`config.mk`:
```
export PLATFORM = sky130hd
export DESIGN_NAME = pbm_cycle_master
export DESIGN_NICKNAME = d
export VERILOG_FILES = /design/src/rtl/pbm_pkg.sv /design/src/rtl/pbm_sync.sv /design/src/rtl/pbm_datapath.sv /design/src/rtl/pbm_control.sv /design/src/rtl/pbm_cycle_master.sv
export SDC_FILE = /design/constraint.sdc
export NUM_CORES = 1
export LEC_CHECK = 0
export CELL_PAD_IN_SITES_DETAIL_PLACEMENT = 2
export CELL_PAD_IN_SITES_GLOBAL_PLACEMENT = 2
export CORE_MARGIN = 3
export CORE_UTILIZATION = 25
export DETAILED_ROUTE_END_ITERATION = 12
export PLACE_DENSITY = 0.8
export SLEW_MARGIN = 20
export SYNTH_ARGS = -nofsm -noshare
export SYNTH_HDL_FRONTEND = slang
export SYNTH_SLANG_ARGS = --single-unit
```
`constraint.sdc`:
```
create_clock -name clk -period 2 [get_ports clk]
set_clock_uncertainty 0.15 [all_clocks]
set_input_delay 0.4 -clock clk [delete_from_list [all_inputs] [get_ports clk]]
set_output_delay 0.4 -clock clk [all_outputs]
set_load 0.01 [all_outputs]
```
`src/rtl/pbm_pkg.sv`:
```
package pbm_pkg;
  typedef enum logic [1:0] {
    RSP_OK    = 2'd0,
    RSP_BERR  = 2'd1,
    RSP_RETRY = 2'd2
  } rspCodeT;

  typedef enum logic [2:0] {
    AMODE_16 = 3'd0,
    AMODE_24 = 3'd1,
    AMODE_32 = 3'd2,
    AMODE_40 = 3'd3,
    AMODE_64 = 3'd4
  } addrModeT;

  // Strobes from the sequencer to the datapath
  typedef struct packed {
    logic load;     // take a new request into the address/data registers
    logic capture;  // latch read data at termination
    logic tmoRun;   // timeout counter enabled
  } ctlStrobeT;

  function automatic logic reqAcceptable(input logic [2:0] mode, input logic [1:0] dsSel);
    return (mode <= AMODE_32) && (dsSel != 2'b00);
  endfunction
endpackage

```
`src/rtl/pbm_sync.sv`:
```
module pbm_sync #(
  parameter int W      = 3,
  parameter int STAGES = 2
) (
  input  logic         clk,
  input  logic         rstN,
  input  logic [W-1:0] din,
  output logic [W-1:0] dout
);
  logic [W-1:0] stage [STAGES];

  always_ff @(posedge clk or negedge rstN) begin
    if (!rstN) stage[0] <= '1;
    else       stage[0] <= din;
  end

  for (genvar s = 1; s < STAGES; s++) begin : g_chain
    always_ff @(posedge clk or negedge rstN) begin
      if (!rstN) stage[s] <= '1;
      else       stage[s] <= stage[s-1];
    end
  end

  assign dout = stage[STAGES-1];
endmodule

```
`src/rtl/pbm_datapath.sv`:
```
module pbm_datapath
  import pbm_pkg::*;
#(
  parameter int ADDR_W      = 32,
  parameter int DATA_W      = 32,
  parameter int AM_W        = 6,
  parameter int TIMEOUT_CYC = 1024,
  parameter int SYNC_STAGES = 2
) (
  input  logic              clk,
  input  logic              rstN,
  input  ctlStrobeT         ctl,
  input  logic [ADDR_W-1:1] reqAddr,
  input  logic [AM_W-1:0]   reqAm,
  input  logic              reqLong,
  input  logic [2:0]        reqMode,
  input  logic              reqWrite,
  input  logic [DATA_W-1:0] reqWdata,
  input  logic [DATA_W-1:0] busDataIn,
  input  logic              busDtackN,
  input  logic              busBerrN,
  input  logic              busRetryN,
  output logic [ADDR_W-2:0] busAddr,
  output logic [AM_W-1:0]   busAm,
  output logic              busLwordN,
  output logic              busWriteN,
  output logic [DATA_W-1:0] busDataOut,
  output logic [DATA_W-1:0] rspRdata,
  output logic              termsClear,
  output logic              dtackSeen,
  output logic              berrSeen,
  output logic              retrySeen,
  output logic              tmoHit,
  output logic              wrLatched
);
  localparam int AW1   = ADDR_W - 1;
  localparam int TMO_W = $clog2(TIMEOUT_CYC + 1);
  localparam logic [AW1-1:0] MASK_ALL = '1;
  localparam logic [AW1-1:0] MASK_16  = MASK_ALL >> (ADDR_W - 16);
  localparam logic [AW1-1:0] MASK_24  = MASK_ALL >> (ADDR_W - 24);

  logic [AW1-1:0]    addrReg;
  logic [AM_W-1:0]   amReg;
  logic              lwReg;
  logic              wrReg;
  logic [DATA_W-1:0] wdReg;
  logic [DATA_W-1:0] rdReg;
  logic [2:0]        termSync;
  logic [TMO_W-1:0]  tmoCnt;
  logic [AW1-1:0]    modeMask;

  always_comb begin
    case (reqMode)
      AMODE_16: modeMask = MASK_16;
      AMODE_24: modeMask = MASK_24;
      default:  modeMask = MASK_ALL;
    endcase
  end

  // Request registers: the address phase is held here for the whole cycle
  always_ff @(posedge clk or negedge rstN) begin
    if (!rstN) begin
      addrReg <= '0;
      amReg   <= '0;
      lwReg   <= 1'b0;
      wrReg   <= 1'b0;
      wdReg   <= '0;
    end else if (ctl.load) begin
      addrReg <= reqAddr & modeMask;
      amReg   <= reqAm;
      lwReg   <= reqLong;
      wrReg   <= reqWrite;
      wdReg   <= reqWdata;
    end
  end

  always_ff @(posedge clk or negedge rstN) begin
    if (!rstN)            rdReg <= '0;
    else if (ctl.capture) rdReg <= busDataIn;
  end

  pbm_sync #(.W(3), .STAGES(SYNC_STAGES)) u_termSync (
    .clk  (clk),
    .rstN (rstN),
    .din  ({busRetryN, busBerrN, busDtackN}),
    .dout (termSync)
  );

  assign dtackSeen  = !termSync[0];
  assign berrSeen   = !termSync[1];
  assign retrySeen  = !termSync[2];
  assign termsClear = &termSync;

  // Timeout counter, cleared whenever the sequencer is not waiting
  always_ff @(posedge clk or negedge rstN) begin
    if (!rstN)            tmoCnt <= '0;
    else if (!ctl.tmoRun) tmoCnt <= '0;
    else if (!tmoHit)     tmoCnt <= tmoCnt + 1'b1;
  end
  assign tmoHit = (tmoCnt == TMO_W'(TIMEOUT_CYC - 1));

  assign busAddr    = addrReg;
  assign busAm      = amReg;
  assign busLwordN  = !lwReg;
  assign busWriteN  = !wrReg;
  assign busDataOut = wdReg;
  assign rspRdata   = rdReg;
  assign wrLatched  = wrReg;

  AST_TMO_WHILE_WAITING: assert property (@(posedge clk) disable iff (!rstN)
    tmoHit |-> $past(ctl.tmoRun));
endmodule

```
`src/rtl/pbm_control.sv`:
```
module pbm_control
  import pbm_pkg::*;
(
  input  logic       clk,
  input  logic       rstN,
  input  logic       pipeEn,
  input  logic       reqValid,
  input  logic [1:0] reqDs,
  input  logic [2:0] reqMode,
  input  logic       termsClear,
  input  logic       dtackSeen,
  input  logic       berrSeen,
  input  logic       retrySeen,
  input  logic       tmoHit,
  input  logic       wrLatched,
  output logic       reqReady,
  output ctlStrobeT  ctl,
  output logic       asN,
  output logic       ds0N,
  output logic       ds1N,
  output logic       dataOe,
  output logic       rspValid,
  output logic [1:0] rspStatus
);
  typedef enum logic [2:0] {
    ST_IDLE, ST_SETUP, ST_GATE, ST_DSB, ST_WAIT, ST_REL
  } stateT;

  stateT      state;
  logic [1:0] dsSel;
  logic       pendNext;
  logic       accept;
  logic       reqOk;
  logic       termAny;
  rspCodeT    termCode;

  assign reqReady = (state == ST_IDLE) || (state == ST_REL && pipeEn && !pendNext);
  assign accept   = reqValid && reqReady;
  assign reqOk    = reqAcceptable(reqMode, reqDs);
  assign termAny  = dtackSeen || berrSeen || retrySeen;

  always_comb begin
    if (berrSeen || (tmoHit && !termAny)) termCode = RSP_BERR;
    else if (retrySeen)                   termCode = RSP_RETRY;
    else                                  termCode = RSP_OK;
  end

  always_comb begin
    ctl.load    = accept && reqOk;
    ctl.capture = (state == ST_WAIT) && termAny;
    ctl.tmoRun  = (state == ST_WAIT);
  end

  assign dataOe = wrLatched && (state == ST_SETUP || state == ST_GATE ||
                                state == ST_DSB || state == ST_WAIT);

  always_ff @(posedge clk or negedge rstN) begin
    if (!rstN) begin
      state     <= ST_IDLE;
      dsSel     <= 2'b00;
      pendNext  <= 1'b0;
      asN       <= 1'b1;
      ds0N      <= 1'b1;
      ds1N      <= 1'b1;
      rspValid  <= 1'b0;
      rspStatus <= RSP_OK;
    end else begin
      rspValid <= 1'b0;
      case (state)
        ST_IDLE: begin
          if (accept) begin
            if (reqOk) begin
              dsSel <= reqDs;
              state <= ST_SETUP;
            end else begin
              rspValid  <= 1'b1;
              rspStatus <= RSP_BERR;
            end
          end
        end
        ST_SETUP: begin
          asN   <= 1'b0;
          state <= ST_GATE;
        end
        ST_GATE: begin
          if (termsClear) begin
            if (dsSel[0]) ds0N <= 1'b0;
            else          ds1N <= 1'b0;
            state <= (dsSel == 2'b11) ? ST_DSB : ST_WAIT;
          end
        end
        ST_DSB: begin
          ds1N  <= 1'b0;
          state <= ST_WAIT;
        end
        ST_WAIT: begin
          if (termAny || tmoHit) begin
            asN       <= 1'b1;
            ds0N      <= 1'b1;
            ds1N      <= 1'b1;
            rspValid  <= 1'b1;
            rspStatus <= termCode;
            state     <= ST_REL;
          end
        end
        ST_REL: begin
          if (accept) begin
            if (reqOk) begin
              dsSel    <= reqDs;
              pendNext <= 1'b1;
            end else begin
              rspValid  <= 1'b1;
              rspStatus <= RSP_BERR;
            end
          end
          if (termsClear) begin
            pendNext <= 1'b0;
            state    <= (pendNext || (accept && reqOk)) ? ST_SETUP : ST_IDLE;
          end
        end
        default: state <= ST_IDLE;
      endcase
    end
  end

  AST_DS_AFTER_RELEASE: assert property (@(posedge clk) disable iff (!rstN)
    ($fell(ds0N) || ($fell(ds1N) && ds0N)) |-> $past(termsClear));
  AST_DS_UNDER_AS: assert property (@(posedge clk) disable iff (!rstN)
    (!ds0N || !ds1N) |-> !asN);
  AST_DS1_FOLLOWS_DS0: assert property (@(posedge clk) disable iff (!rstN)
    ($fell(ds1N) && !ds0N) |-> $past(!ds0N));
  AST_RSP_STROBES_OFF: assert property (@(posedge clk) disable iff (!rstN)
    rspValid |-> (asN && ds0N && ds1N));
  AST_WRITE_DATA_DRIVEN: assert property (@(posedge clk) disable iff (!rstN)
    ((!ds0N || !ds1N) && wrLatched) |-> dataOe);
endmodule

```
`src/rtl/pbm_cycle_master.sv`:
```
module pbm_cycle_master
  import pbm_pkg::*;
#(
  parameter int ADDR_W      = 32,
  parameter int DATA_W      = 32,
  parameter int AM_W        = 6,
  parameter int TIMEOUT_CYC = 1024,
  parameter int SYNC_STAGES = 2
) (
  input  logic              clk,
  input  logic              rstN,
  input  logic              pipeEn,
  input  logic              reqValid,
  output logic              reqReady,
  input  logic [ADDR_W-1:1] reqAddr,
  input  logic [AM_W-1:0]   reqAm,
  input  logic              reqLong,
  input  logic [1:0]        reqDs,
  input  logic [2:0]        reqMode,
  input  logic              reqWrite,
  input  logic [DATA_W-1:0] reqWdata,
  output logic              rspValid,
  output logic [1:0]        rspStatus,
  output logic [DATA_W-1:0] rspRdata,
  output logic [ADDR_W-2:0] busAddr,
  output logic [AM_W-1:0]   busAm,
  output logic              busLwordN,
  output logic              busIackN,
  output logic              busAsN,
  output logic              busDs0N,
  output logic              busDs1N,
  output logic              busWriteN,
  output logic [DATA_W-1:0] busDataOut,
  output logic              busDataOe,
  input  logic [DATA_W-1:0] busDataIn,
  input  logic              busDtackN,
  input  logic              busBerrN,
  input  logic              busRetryN
);
  ctlStrobeT ctl;
  logic termsClear, dtackSeen, berrSeen, retrySeen, tmoHit, wrLatched;

  assign busIackN = 1'b1;

  pbm_control u_ctrl (
    .clk        (clk),
    .rstN       (rstN),
    .pipeEn     (pipeEn),
    .reqValid   (reqValid),
    .reqDs      (reqDs),
    .reqMode    (reqMode),
    .termsClear (termsClear),
    .dtackSeen  (dtackSeen),
    .berrSeen   (berrSeen),
    .retrySeen  (retrySeen),
    .tmoHit     (tmoHit),
    .wrLatched  (wrLatched),
    .reqReady   (reqReady),
    .ctl        (ctl),
    .asN        (busAsN),
    .ds0N       (busDs0N),
    .ds1N       (busDs1N),
    .dataOe     (busDataOe),
    .rspValid   (rspValid),
    .rspStatus  (rspStatus)
  );

  pbm_datapath #(
    .ADDR_W(ADDR_W), .DATA_W(DATA_W), .AM_W(AM_W),
    .TIMEOUT_CYC(TIMEOUT_CYC), .SYNC_STAGES(SYNC_STAGES)
  ) u_dp (
    .clk        (clk),
    .rstN       (rstN),
    .ctl        (ctl),
    .reqAddr    (reqAddr),
    .reqAm      (reqAm),
    .reqLong    (reqLong),
    .reqMode    (reqMode),
    .reqWrite   (reqWrite),
    .reqWdata   (reqWdata),
    .busDataIn  (busDataIn),
    .busDtackN  (busDtackN),
    .busBerrN   (busBerrN),
    .busRetryN  (busRetryN),
    .busAddr    (busAddr),
    .busAm      (busAm),
    .busLwordN  (busLwordN),
    .busWriteN  (busWriteN),
    .busDataOut (busDataOut),
    .rspRdata   (rspRdata),
    .termsClear (termsClear),
    .dtackSeen  (dtackSeen),
    .berrSeen   (berrSeen),
    .retrySeen  (retrySeen),
    .tmoHit     (tmoHit),
    .wrLatched  (wrLatched)
  );
endmodule

```
==> results by group <==
Worst setup path
  – Worst Setup Path Type: flip-flop to flip-flop
  – CP Launch Type: flip-flop
  – Worst Path Required: 2.14 ns
  – Crit path arrival time: 2.20 ns
  – R2r endpoint: u_dp.busDataOut[18]$_DFFE_PN0P_
  – Worst R2R Path Depth: 8
  – Worst r2r src: u_ctrl.state[0]$_DFFE_PN0P_
  – Critical path origin: u_ctrl.state[0]$_DFFE_PN0P_
  – Critical path endpoint category: flip-flop
  – Worst Path Max Fanout: 13
  – R2R setup slack: -0.06 ns

Synthesis
  – Post-synth EDFFs: 0
  – Post-synthesis sequential area ratio: 57.3%
  – Net Count, Synth: 567
  – Synth top area cells: dfrtp_1, mux2_4, nand2_1
  – Ys async rst share: 100%
  – Synth Area in Compound Gates: 4.74%
  – Post-synth top cells: dfrtp_1, nand2_1, mux2_4, nor2_1, inv_1
  – Warnings, synthesis: 0
  – Post-Synthesis Cells: 451
  – Main combinational cell family by area after synthesis: multiplexers
  – Simple-gate area share of the yosys netlist: 13.7%
  – Syn avg cell area: 12.8 µm²
  – Main synth FF type: dfrtp_1
  – Mapped Area: 5790 µm²
  – Post-synth top area cell: dfrtp_1
  – Synth unique cells: 57
  – Synthesis-stage register bit count: 132
  – Proportion of synthesized area in mux cells: 18.6%
  – Post-synthesis adder-cell area fraction: 0.216%
  – Top-count cell post-synth: dfrtp_1
  – Post-synth top area share: 53.2%
  – Post-Synth XOR/XNOR Area: 0.757%

Power and ir drop
  – Pwr Total: 0.0141 W
  – PwrDens: 1520 nW/µm²
  – Leak pwr: 4.38 nW
  – Max VDD drop: 595 µV

Floorplan
  – Chip height: 158 µm
  – Core Box Area: 22700 µm²
  – Io pins: 227
  – Die area: 25000 µm²
  – Starting Density: 25.5%
  – Row count: 55
  – Die width: 158 µm

CTS
  – Worst-path clk slew: 0.06 ns
  – Root buf cell: clkbuf_16
  – Inserted Clock Buffers: 17
  – CTS Buffer Depth: 2
  – Worst skew pair latency: 0.41 ns
  – H-Tree Depth: 4
  – CTS tree: built
  – Clock Sink Count: 132

Drt
  – Post-route ant nets: 0
  – Vias: 4527
  – Routed wire length per instance: 19.0 µm
  – DRT Pass-1 Iters: 4
  – DR vias/cell: 4.45
  – Initial DRC count: 144
  – Routed wire length: 19300 µm
  – DRC errors left: 0

Flow run
  – MaxCap Viol Count: 0

Placed design
  – Final HPWL DP: 14600 µm
  – Post-Place Worst Slack: -0.379 ns
  – GPL Wtd Cong: 0.798
  – Placed standard-cell area: 8500 µm²
  – Port buffer count: 225

Timing
  – Fin. Hold Viols: 0
  – Fin crit period: 2.06 ns
  – Setup violators final: 25
  – Fin crit share: 103%
  – Setup TNS: -0.744 ns
  – RSZ-0062 raised after global routing: true
  – Final WS setup: -0.0596 ns
  – Fmax: 486 MHz
  – Hold Worst Slack: 0.208 ns
  – Final Max Slew Viols: 0

Global route
  – Largest net degree at the start of global routing: 71
  – First-pass GRT wire length: 29700 µm
  – Grt ovf: 0
  – Total global-route track usage: 15.4%
  – Number of global-route vias before repair: 5375
  – Initial antenna violation count: 0

Min path
  – Hold endpoint: u_dp.u_termSync.dout[0]$_DFF_PN1_
  – Hold depth: 0
  – Worst Hold Class: flip-flop to flip-flop
  – Hold path start: u_dp.u_termSync.stage[3]$_DFF_PN1_

Finish
  – Fillers: 2305
  – Area Overhead vs Synth: 59.8%
  – Antenna cells: 0
  – Final instance area: 9250 µm²
  – Layout cells sized above 1: 23.8%
  – Final #Nets: 835

Outcome
  – Status: complete, but fails checks
  – Failing checks: setup timing
==> timing repair <==
item / 4_1_cts / 5_1_grt
hold endpoints to repair: 34 / 0
pin swaps: 3 / 3
buffers inserted: 3 / 1
cloned: 0 / 2
resized for setup: 20 / 9
setup endpoints to repair: 7 / 102
hold buffers: 1 / 0
==> registers in the layout (all words and copies together) (netlist names), 2 cells and up <==
register and count:
u_dp.rspRdata 32, u_dp.busDataOut 32, u_dp.tmoCnt 11, u_dp.busAm 6, u_dp.u_termSync.stage 3, u_ctrl.dsSel 2, u_ctrl.state 3, u_ctrl.rspStatus 2
u_dp.u_termSync.dout 3, u_dp.busAddr 31
==> routing by layer <==
layer,GRT usage [%],vias up,part of all wire [%]
met2,27.7,169,52
li1,-,2048,-
met1,16.9,2286,39
met5,0,-,0
met3,5.00,24,7.0
met4,5.82,0,2.0
==> cells by family after synthesis <==
logic type / after synthesis
fa+ha+maj: 1
simple gates: 164
compound gates: 39
other cells: 1
flops: 132
buf+inv: 33
xor+xnor: 5
mux: 76
==> through the flow <==
| step | instances | utilization (%) |
|---|---|---|
| after detailed placement | 978 | 37.4 |
| after floorplan | 451 | - |
| after global routing | 1017 | 40.7 |
| after CTS | 1014 | 40.3 |
| after global placement | 978 | 37.4 |
| final | 1017 | 40.7 |
==> power by group <==
part | leakage, nW | internal, W | switching, W
Clock | 0.289 | 0.00198 | 0.00125
Sequential | 1.61 | 0.00387 | 0.000781
Combinational | 2.48 | 0.00371 | 0.00249
==> worst max-delay path by stage <==
stage | endpoint | slack, ns | cells past startpoint
after floorplan | u_ctrl.rspStatus[1]$_DFFE_PN0P_ | 0.1 | 5
after global placement | u_dp.busDataOut[25]$_DFFE_PN0P_ | -0.33 | 7
after detailed placement | u_ctrl.rspStatus[1]$_DFFE_PN0P_ | -0.38 | 6
after CTS | busDataOe | -0.09 | 3
after global routing | busDataOe | -0.13 | 3
final | u_dp.busDataOut[18]$_DFFE_PN0P_ | -0.06 | 8
==> layout make-up <==
class	instances	area [µm²]	area share, %
inverters	13	48.8	0.528
clock buffers	19	433	4.68
flip-flops and latches	132	3310	35.8
clock inverters	13	171	1.85
repair buffers	269	2710	29.3
multi-input cells	286	2220	24.0
well taps	285	357	3.86
==> placed cells by master, fill, tap and decap left out, types with 4 or more instances in the layout <==
master           Yosys  routed
mux2_4              62      63
xor2_1               5       5
nand2_1            117     116
and3_1               4       4
nor2_1              14      14
buf_6                2      12
dlygate4sd2_1        0       4
a21oi_1             10       8
inv_1               13      13
clkdlybuf4s50_1      0     218
dfrtp_1            123     123
mux2i_1             10      10
and2b_2              7       7
o21ai_0              6       6
clkbuf_16            0      19
a31oi_1              4       4
inv_6                0       5
buf_4                2      26
dfstp_2              9       9
==> critical path: stages (launching register included) <==
cell	delay, ns
dfrtp_1	0.39
buf_6	0.12
buf_6	0.09
nand4b_4	0.10
buf_6	0.13
a21boi_4	0.23
nand2_8	0.16
clkbuf_16	0.23
mux2_4	0.31
(Power assumes the default switching activity.)
